### src/rtl/rf_pwr_seq_pkg.sv
package rf_pwr_seq_pkg;

    localparam int EN_W  = 6;
    localparam int IDX_W = $clog2(EN_W);

    localparam int EN_XTAL   = 0;
    localparam int EN_BGAP   = 1;
    localparam int EN_DPLL   = 2;
    localparam int EN_LDOCLK = 3;
    localparam int EN_LDOANA = 4;
    localparam int EN_RFPLL  = 5;

    typedef enum logic [2:0] {
        ST_OFF,
        ST_XTAL_WAIT,
        ST_UP_GAP,
        ST_ON,
        ST_DN_GAP,
        ST_SOFT
    } seq_state_t;

endpackage

### src/rtl/rf_step_timer.sv
module rf_step_timer #(
    parameter int CNT_W = 8
) (
    input  logic             clk,
    input  logic             rst_n,
    input  logic             clr,
    output logic [CNT_W-1:0] cnt
);

    always_ff @(posedge clk or negedge rst_n) begin
        if (!rst_n) begin
            cnt <= '0;
        end else if (clr) begin
            cnt <= '0;
        end else if (cnt != {CNT_W{1'b1}}) begin
            cnt <= cnt + 1'b1;
        end
    end

endmodule

### src/rtl/rf_pll_guard.sv
module rf_pll_guard #(
    parameter int SEL_W = 2
) (
    input  logic             clk,
    input  logic             rst_n,
    input  logic             pwr_pll,
    input  logic             sel_wr,
    input  logic [SEL_W-1:0] sel_wdata,
    input  logic             pll_en_req,
    output logic [SEL_W-1:0] pll_sel,
    output logic             pll_run
);

    always_ff @(posedge clk or negedge rst_n) begin
        if (!rst_n) begin
            pll_sel <= '0;
            pll_run <= 1'b0;
        end else begin
            if (sel_wr && !pwr_pll) begin
                pll_sel <= sel_wdata;
            end
            pll_run <= pll_en_req && (pll_run || !pwr_pll);
        end
    end

    AST_SEL_LOCK: assert property (@(posedge clk) disable iff (!rst_n)
        $past(pwr_pll) |-> $stable(pll_sel));

    AST_NO_PLL_RISE: assert property (@(posedge clk) disable iff (!rst_n)
        $rose(pll_run) |-> !$past(pwr_pll));

endmodule

### src/rtl/rf_seq_ctrl.sv
module rf_seq_ctrl
    import rf_pwr_seq_pkg::*;
#(
    parameter int T_XTAL = 50000,
    parameter int T_BYP  = 50,
    parameter int T_GAP  = 50,
    parameter int CNT_W  = 17
) (
    input  logic             clk,
    input  logic             rst_n,
    input  logic             sw_mode,
    input  logic             bypass,
    input  logic             wake_trig,
    input  logic             sleep_trig,
    input  logic             xtal_ready,
    input  logic [EN_W-1:0]  sw_en_wr,
    input  logic [EN_W-1:0]  sw_en_val,
    input  logic [CNT_W-1:0] cnt,
    output logic             tmr_clr,
    output logic [EN_W-1:0]  en,
    output logic             busy,
    output logic             err
);

    localparam logic [CNT_W-1:0] XT_LIM  = CNT_W'(T_XTAL - 1);
    localparam logic [CNT_W-1:0] BY_LIM  = CNT_W'(T_BYP - 1);
    localparam logic [CNT_W-1:0] TO_LIM  = CNT_W'(2 * T_XTAL - 1);
    localparam logic [CNT_W-1:0] GAP_LIM = CNT_W'(T_GAP - 1);
    localparam logic [IDX_W-1:0] LAST    = IDX_W'(EN_W - 1);

    seq_state_t       state, nxt;
    logic [IDX_W-1:0] idx, idx_nxt, idx_up, idx_dn;
    logic [EN_W-1:0]  en_nxt;
    logic             wake_pend, sleep_pend, eff_wake, eff_sleep;
    logic             serve, fault, settle_ok;

    assign eff_wake  = wake_pend  | wake_trig;
    assign eff_sleep = sleep_pend | sleep_trig;
    assign idx_up    = idx + 1'b1;
    assign idx_dn    = idx - 1'b1;
    assign settle_ok = bypass ? (cnt >= BY_LIM) : (cnt >= XT_LIM && xtal_ready);

    always_comb begin
        nxt     = state;
        idx_nxt = idx;
        en_nxt  = en;
        serve   = 1'b0;
        fault   = 1'b0;
        if (sw_mode) begin
            nxt = ST_SOFT;
            for (int i = 0; i < EN_W; i++) begin
                if (sw_en_wr[i]) en_nxt[i] = sw_en_val[i];
            end
        end else begin
            unique case (state)
                ST_OFF: begin
                    if (eff_wake) begin
                        serve           = 1'b1;
                        en_nxt[EN_XTAL] = 1'b1;
                        idx_nxt         = '0;
                        nxt             = ST_XTAL_WAIT;
                    end else if (eff_sleep) begin
                        serve = 1'b1;
                    end
                end
                ST_XTAL_WAIT: begin
                    if (settle_ok) begin
                        en_nxt[EN_BGAP] = 1'b1;
                        idx_nxt         = IDX_W'(EN_BGAP);
                        nxt             = ST_UP_GAP;
                    end else if (!bypass && cnt >= TO_LIM) begin
                        en_nxt = '0;
                        fault  = 1'b1;
                        nxt    = ST_OFF;
                    end
                end
                ST_UP_GAP: begin
                    if (cnt >= GAP_LIM) begin
                        if (idx == LAST) begin
                            nxt = ST_ON;
                        end else begin
                            idx_nxt        = idx_up;
                            en_nxt[idx_up] = 1'b1;
                        end
                    end
                end
                ST_ON: begin
                    if (eff_wake) begin
                        serve = 1'b1;
                    end else if (eff_sleep) begin
                        serve        = 1'b1;
                        en_nxt[LAST] = 1'b0;
                        idx_nxt      = LAST;
                        nxt          = ST_DN_GAP;
                    end
                end
                ST_DN_GAP: begin
                    if (cnt >= GAP_LIM) begin
                        if (idx == '0) begin
                            nxt = ST_OFF;
                        end else begin
                            idx_nxt        = idx_dn;
                            en_nxt[idx_dn] = 1'b0;
                        end
                    end
                end
                ST_SOFT: begin
                    serve = 1'b1;
                    nxt   = (en == '0) ? ST_OFF : ST_ON;
                end
                default: nxt = ST_OFF;
            endcase
        end
    end

    assign tmr_clr = (nxt != state) || (idx_nxt != idx);
    assign busy    = (state == ST_XTAL_WAIT) || (state == ST_UP_GAP) || (state == ST_DN_GAP);

    // state register and pending requests
    always_ff @(posedge clk or negedge rst_n) begin
        if (!rst_n) begin
            state      <= ST_OFF;
            idx        <= '0;
            wake_pend  <= 1'b0;
            sleep_pend <= 1'b0;
        end else begin
            state <= nxt;
            idx   <= idx_nxt;
            if (sw_mode || serve) begin
                wake_pend  <= 1'b0;
                sleep_pend <= 1'b0;
            end else begin
                wake_pend  <= eff_wake;
                sleep_pend <= eff_sleep;
            end
        end
    end

    // outputs
    always_ff @(posedge clk or negedge rst_n) begin
        if (!rst_n) begin
            en  <= '0;
            err <= 1'b0;
        end else begin
            en  <= en_nxt;
            err <= err | fault;
        end
    end

    AST_ONE_STEP: assert property (@(posedge clk) disable iff (!rst_n)
        (!$past(sw_mode) && !$rose(err)) |-> ($countones(en ^ $past(en)) <= 1));

    AST_ERR_STICKY: assert property (@(posedge clk) disable iff (!rst_n)
        $past(err) |-> err);

    AST_FAULT_CLEARS: assert property (@(posedge clk) disable iff (!rst_n)
        $rose(err) |-> (en == '0 && !busy));

    generate
        for (genvar g = 1; g < EN_W; g++) begin : g_order
            AST_UP_ORDER: assert property (@(posedge clk) disable iff (!rst_n)
                ($rose(en[g]) && !$past(sw_mode)) |-> en[g-1]);
            AST_DN_ORDER: assert property (@(posedge clk) disable iff (!rst_n)
                ($fell(en[g-1]) && !$past(sw_mode) && !$rose(err)) |-> !en[g]);
        end
    endgenerate

endmodule

### src/rtl/rf_pwr_seq.sv
module rf_pwr_seq
    import rf_pwr_seq_pkg::*;
#(
    parameter int T_XTAL_CYC = 50000,
    parameter int T_BYP_CYC  = 50,
    parameter int T_GAP_CYC  = 50,
    parameter int SEL_W      = 2
) (
    input  logic             clk,
    input  logic             rst_n,
    input  logic             sw_mode,
    input  logic             xtal_bypass,
    input  logic             wake_strobe,
    input  logic             sleep_strobe,
    input  logic             radio_wake,
    input  logic             radio_sleep,
    input  logic             xtal_ready,
    input  logic [EN_W-1:0]  sw_en_wr,
    input  logic [EN_W-1:0]  sw_en_val,
    input  logic             sel_wr,
    input  logic [SEL_W-1:0] sel_wdata,
    input  logic             pll_en_req,
    output logic [EN_W-1:0]  pwr_en,
    output logic             busy,
    output logic             err,
    output logic [SEL_W-1:0] pll_sel,
    output logic             pll_run
);

    localparam int CNT_MAX = (2 * T_XTAL_CYC > T_GAP_CYC) ? 2 * T_XTAL_CYC : T_GAP_CYC;
    localparam int CNT_W   = $clog2(CNT_MAX + 1);

    logic             tmr_clr;
    logic [CNT_W-1:0] cnt;

    rf_step_timer #(.CNT_W(CNT_W)) u_timer (
        .clk   (clk),
        .rst_n (rst_n),
        .clr   (tmr_clr),
        .cnt   (cnt)
    );

    rf_seq_ctrl #(
        .T_XTAL (T_XTAL_CYC),
        .T_BYP  (T_BYP_CYC),
        .T_GAP  (T_GAP_CYC),
        .CNT_W  (CNT_W)
    ) u_ctrl (
        .clk        (clk),
        .rst_n      (rst_n),
        .sw_mode    (sw_mode),
        .bypass     (xtal_bypass),
        .wake_trig  (wake_strobe | radio_wake),
        .sleep_trig (sleep_strobe | radio_sleep),
        .xtal_ready (xtal_ready),
        .sw_en_wr   (sw_en_wr),
        .sw_en_val  (sw_en_val),
        .cnt        (cnt),
        .tmr_clr    (tmr_clr),
        .en         (pwr_en),
        .busy       (busy),
        .err        (err)
    );

    rf_pll_guard #(.SEL_W(SEL_W)) u_guard (
        .clk        (clk),
        .rst_n      (rst_n),
        .pwr_pll    (pwr_en[EN_DPLL]),
        .sel_wr     (sel_wr),
        .sel_wdata  (sel_wdata),
        .pll_en_req (pll_en_req),
        .pll_sel    (pll_sel),
        .pll_run    (pll_run)
    );

endmodule

### config.mk
export PLATFORM = sky130hd
export DESIGN_NAME = rf_pwr_seq
export DESIGN_NICKNAME = d
export VERILOG_FILES = /design/src/rtl/rf_pwr_seq_pkg.sv /design/src/rtl/rf_step_timer.sv /design/src/rtl/rf_pll_guard.sv /design/src/rtl/rf_seq_ctrl.sv /design/src/rtl/rf_pwr_seq.sv
export SDC_FILE = /design/constraint.sdc
export NUM_CORES = 1
export LEC_CHECK = 0
export ABC_AREA = 1
export BUFFER_PORTS_ARGS = -buffer_cell sky130_fd_sc_hd__buf_2
export CAP_MARGIN = 20
export CORE_ASPECT_RATIO = 1.4
export CORE_UTILIZATION = 59
export CTS_CLUSTER_DIAMETER = 50
export DETAILED_ROUTE_END_ITERATION = 8
export GPL_ROUTABILITY_DRIVEN = 0
export PLACE_DENSITY = 0.79
export SLEW_MARGIN = 15
export SYNTH_ARGS = -nofsm -noshare
export SYNTH_HDL_FRONTEND = slang
export SYNTH_SLANG_ARGS = --single-unit
### constraint.sdc
create_clock -name clk -period 3.15 [get_ports clk]
set_input_delay 0.315 -clock clk [delete_from_list [all_inputs] [get_ports clk]]
set_output_delay 0.315 -clock clk [all_outputs]
set_load 0.05 [all_outputs]
==> reports/results.tsv <==
stage	metric	value	unit
floorplanning	die-area	5267	sq um
setup_path	worstReg2RegEnd	u_timer.cnt[15]$_DFFE_PN0P_	
synth	syn_inst	403	
pwr	leakage	1.515	nW
clock_tree	cts_resized	0	
synth	ys_types	46	
route	wl	7029	um
route	via_count	2829	
setup_path	crit_path_end_kind	flip-flop	
global_routing	grt_pass1_vias	2587	
floorplanning	io_pins	36	
route	antenna_left	0	
route	routedWlPerCell	13.95	um
clock_tree	htreeDepth	2	
sta	max_slew_margin	46.98	%
global_routing	grt_pass1_wl	11520	um
place	io_buffer_count	35	
floorplanning	die_h	85.48	um
layout	antennaDiodeCount	0	
setup_path	critPathMostFrequentCell	nand2_1	
global_routing	groute.usage.overall	29.06	%
pwr	irDropWorstVdd	288.6	uV
pwr	total_power	2.174	mW
sta	skew	0.01466	ns
synth	syn_nets	435	
setup_path	critPathKind	reg -> reg	
floorplanning	initial_core_util	61.12	%
setup_path	r2r-start	u_ctrl.idx[0]$_DFF_PN0_	
synth	synth_edf_count	0	
place	hpwl	5260	um
sta	tns	0	ns
sta	finalHoldViolations	0	
layout	layout-drive-gt1-share	23.86	%
flow_run	max_cap_viol_count	0	
pwr	seqPwrFrac	31.0	%
setup_path	startpoint	u_ctrl.idx[0]$_DFF_PN0_	
sta	min_period	2.684	ns
synth	synth_simple_gate_area_share	43.29	%
global_routing	grt_max_degree	36	
clock_tree	post_cts_buffers	0	
pwr	clock_power_share	17.2	%
route	via_per_inst	5.613	
global_routing	grt.overflow.total	0	
synth	syn-cell-area	2937	sq um
synth	ys_ff_latch	35	
setup_path	cp-endpoint	u_timer.cnt[15]$_DFFE_PN0P_	
synth	ys_warn_count	0	
sta	final-setup-viol-count	0	
pwr	p_sw_share	51.17	%
pwr	p_int	1.062	mW
synth	synth.area.mux_share	1.108	%
clock_tree	cts_tree	done	
sta	max_freq	372.5	MHz
synth	synth_xor_area_share	3.877	%
sta	tightest_slew	0.7953	ns
floorplanning	rows	30	
setup_path	worstPathCellList	inv_1 -> ha_1 -> or2_1 -> and2_4 -> nand2_1 -> nand2_1 -> nand2_1 -> nor2_1 -> nor2_2 -> nand2_1 -> nand3_1 -> nand3_2 -> nor2_4 -> nand3_4 -> nor2_1	
synth	synthFlopType	dfrtp_1	
floorplanning	die_x	61.63	um
route	drc	0	
global_routing	antenna_found_initial	0	
route	first_pass_iters	5	
setup_path	crit_slowest_cell	dfrtp_1	
sta	period_share	85.22	%
setup_path	crit_required	3.36	ns
pwr	switchingPower	1.112	mW
synth	ys_seq_area_share	29.83	%
layout	syn_to_final_growth	10.74	%
setup_path	cpPeakStageDelay	0.49	ns
synth	async_reset_ff_share	100.0	%
layout	nets	471	
clock_tree	cts_inserted_buffers	5	
clock_tree	cts_root_buffer	clkbuf_8	
synth	synth-adder-area-share	2.983	%
clock_tree	clk_latency	0.30	ns
layout	fillers	447	
floorplanning	core_area	4805	sq um
clock_tree	cts_buffer_depth	2	
sta	rsz0062_at_grt	no	
outcome	outcome	completed	
setup_path	path_max_fanout	17	
setup_path	worst-r2r-setup-slack	0.47	ns
setup_path	ff2ff_path_depth	15	
synth	synth_top_family_by_area	simple AND/OR/NAND/NOR gates	
synth	syn_avg_cell_area	7.287	sq um
setup_path	cp.arrival	2.90	ns
pwr	pwr_density_cell	668.5	nW/um^2
clock_tree	path_clk_slew	0.08	ns
sta	drv_slew	0	
pwr	p_comb_share	51.8	%
clock_tree	clkSinkCount	35	
clock_tree	hold_buffers	0	
route	drtIter0Drc	161	
hold_path	hold_path.class	in -> async	
setup_path	critPathLaunchType	flip-flop	
synth	synth-compound-area-share	10.78	%
cells in the final DEF (no fill, tap or decap), types with 2 or more instances in the layout:
master and instances:
clkbuf_8 7, nand3_2 5, o21ai_0 15, nor4_1 6, nand2_2 10, nor3_1 10
nand2_4 5, dfrtp_1 35, nand2_1 76, buf_2 35, nor3_2 3, nand3_1 30
clkinv_1 3, xor2_1 11, nor2_4 14, mux2_2 2, a31oi_1 5, nand3b_1 2
nor2_2 6, a311oi_1 4, nor2_1 60, o31ai_1 3, inv_1 37, nor3_4 2
a21o_1 2, ha_1 7, xnor2_1 2, o311ai_0 2, a21oi_1 7, o21a_1 2
nand4_1 6, buf_4 2, o21ai_1 5, inv_2 8
registers in the layout (all words and copies together) (netlist names):
register and cells:
u_ctrl.state 3, u_timer.cnt 17, u_guard.pll_run 1, u_ctrl.sleep_pend 1, u_ctrl.err 1, u_ctrl.en 6
u_ctrl.wake_pend 1, u_guard.pll_sel 2, u_ctrl.idx 3
Yosys cell counts, types with 2 or more instances:
library cell	n	share of area (%)
nor4_1	6	1.3
o31ai_1	3	0.77
mux2_2	2	0.77
nor3_2	3	1.0
nor2_2	6	1.3
nand2_4	5	1.9
inv_2	8	1.0
nand3_2	5	1.7
o21ai_0	15	2.6
a21o_1	2	0.51
xnor2_1	2	0.60
nor3_4	2	1.1
ha_1	7	3.0
o21ai_1	5	0.85
nand3_1	30	5.1
nor2_1	60	7.7
nand2_1	76	9.7
nor2_4	14	5.4
o311ai_0	2	0.60
dfrtp_1	35	30
clkinv_1	3	0.38
o21a_1	2	0.51
inv_1	37	4.7
a31oi_1	5	1.1
xor2_1	11	3.3
a21oi_1	7	1.2
nor3_1	10	1.7
nand4_1	6	1.3
nand3b_1	2	0.51
nand2_2	10	2.1
clkbuf_1	4	0.51
a311oi_1	4	1.2
worst min-delay path by stage:
stage | startpoint | endpoint
global placement | u_ctrl.err$_DFF_PN0_ | u_ctrl.err$_DFF_PN0_
detailed placement | rst_n | u_ctrl.sleep_pend$_DFF_PN0_
floorplan | rst_n | u_ctrl.en[0]$_DFFE_PN0P_
global route | rst_n | u_ctrl.sleep_pend$_DFF_PN0_
finish | rst_n | u_ctrl.en[5]$_DFFE_PN0P_
CTS | rst_n | u_ctrl.sleep_pend$_DFF_PN0_
area by class of cell:
class,instances,area (sq um),area share [%]
clock inverter,1,7.507,0.2309
tap,64,80.08,2.462
inverter,48,180.2,5.541
timing repair buffer,37,190.2,5.848
clock buffer,7,96.34,2.963
sequential,35,875.8,26.93
multi-input combinational,312,1822,56.02
layer usage:
| metal | track usage [%] | vias up | routed length (um) |
|---|---|---|---|
| li1 | - | 1396 | - |
| met1 | 32.56 | 1303 | 2761 |
| met2 | 52.39 | 107 | 3757 |
| met3 | 3.811 | 23 | 289 |
| met4 | 12.32 | 0 | 220 |
| met5 | 0 | - | 0 |
cells by family after synthesis:
| logic type | Yosys count |
|---|---|
| xor+xnor | 13 |
| simple gates | 239 |
| buf+inv | 56 |
| fa+ha+maj | 7 |
| flops | 35 |
| compound gates | 50 |
| mux | 3 |
worst max-delay path: cells and delay by family (launching register included):
| family | cells | cell delay [ns] |
|---|---|---|
| and+or+nand+nor | 13 | 1.55 |
| buffers and inverters | 1 | 0.25 |
| DFF | 1 | 0.49 |
| adders and majority gates | 1 | 0.28 |
metrics by stage:
| stage | util, % | hold WS [ns] | setup WS (ns) | cell area, sq um | instances |
|---|---|---|---|---|---|
| floorplan | - | 0.01941 | 0.8202 | 2937 | 403 |
| global placement | 65.52 | 0.4349 | 0.6127 | 3148 | 496 |
| detailed placement | 65.52 | 0.4532 | 0.4685 | 3148 | 496 |
| CTS | 67.68 | 0.1318 | 0.4628 | 3252 | 504 |
| global route | 67.68 | 0.1682 | 0.2217 | 3252 | 504 |
| finish | 67.68 | 0.08277 | 0.4655 | 3252 | 504 |
power by group through the flow:
stage	logic, mW	clock network, mW	registers (mW)
after CTS	1.12	0.385	0.666
after global placement	1.09	0	0.670
final	1.13	0.374	0.674
after detailed placement	1.11	0	0.674
after floorplan	0.774	0	0.789
after global routing	1.23	0.401	0.690
Power figures use the tool's default switching activity.
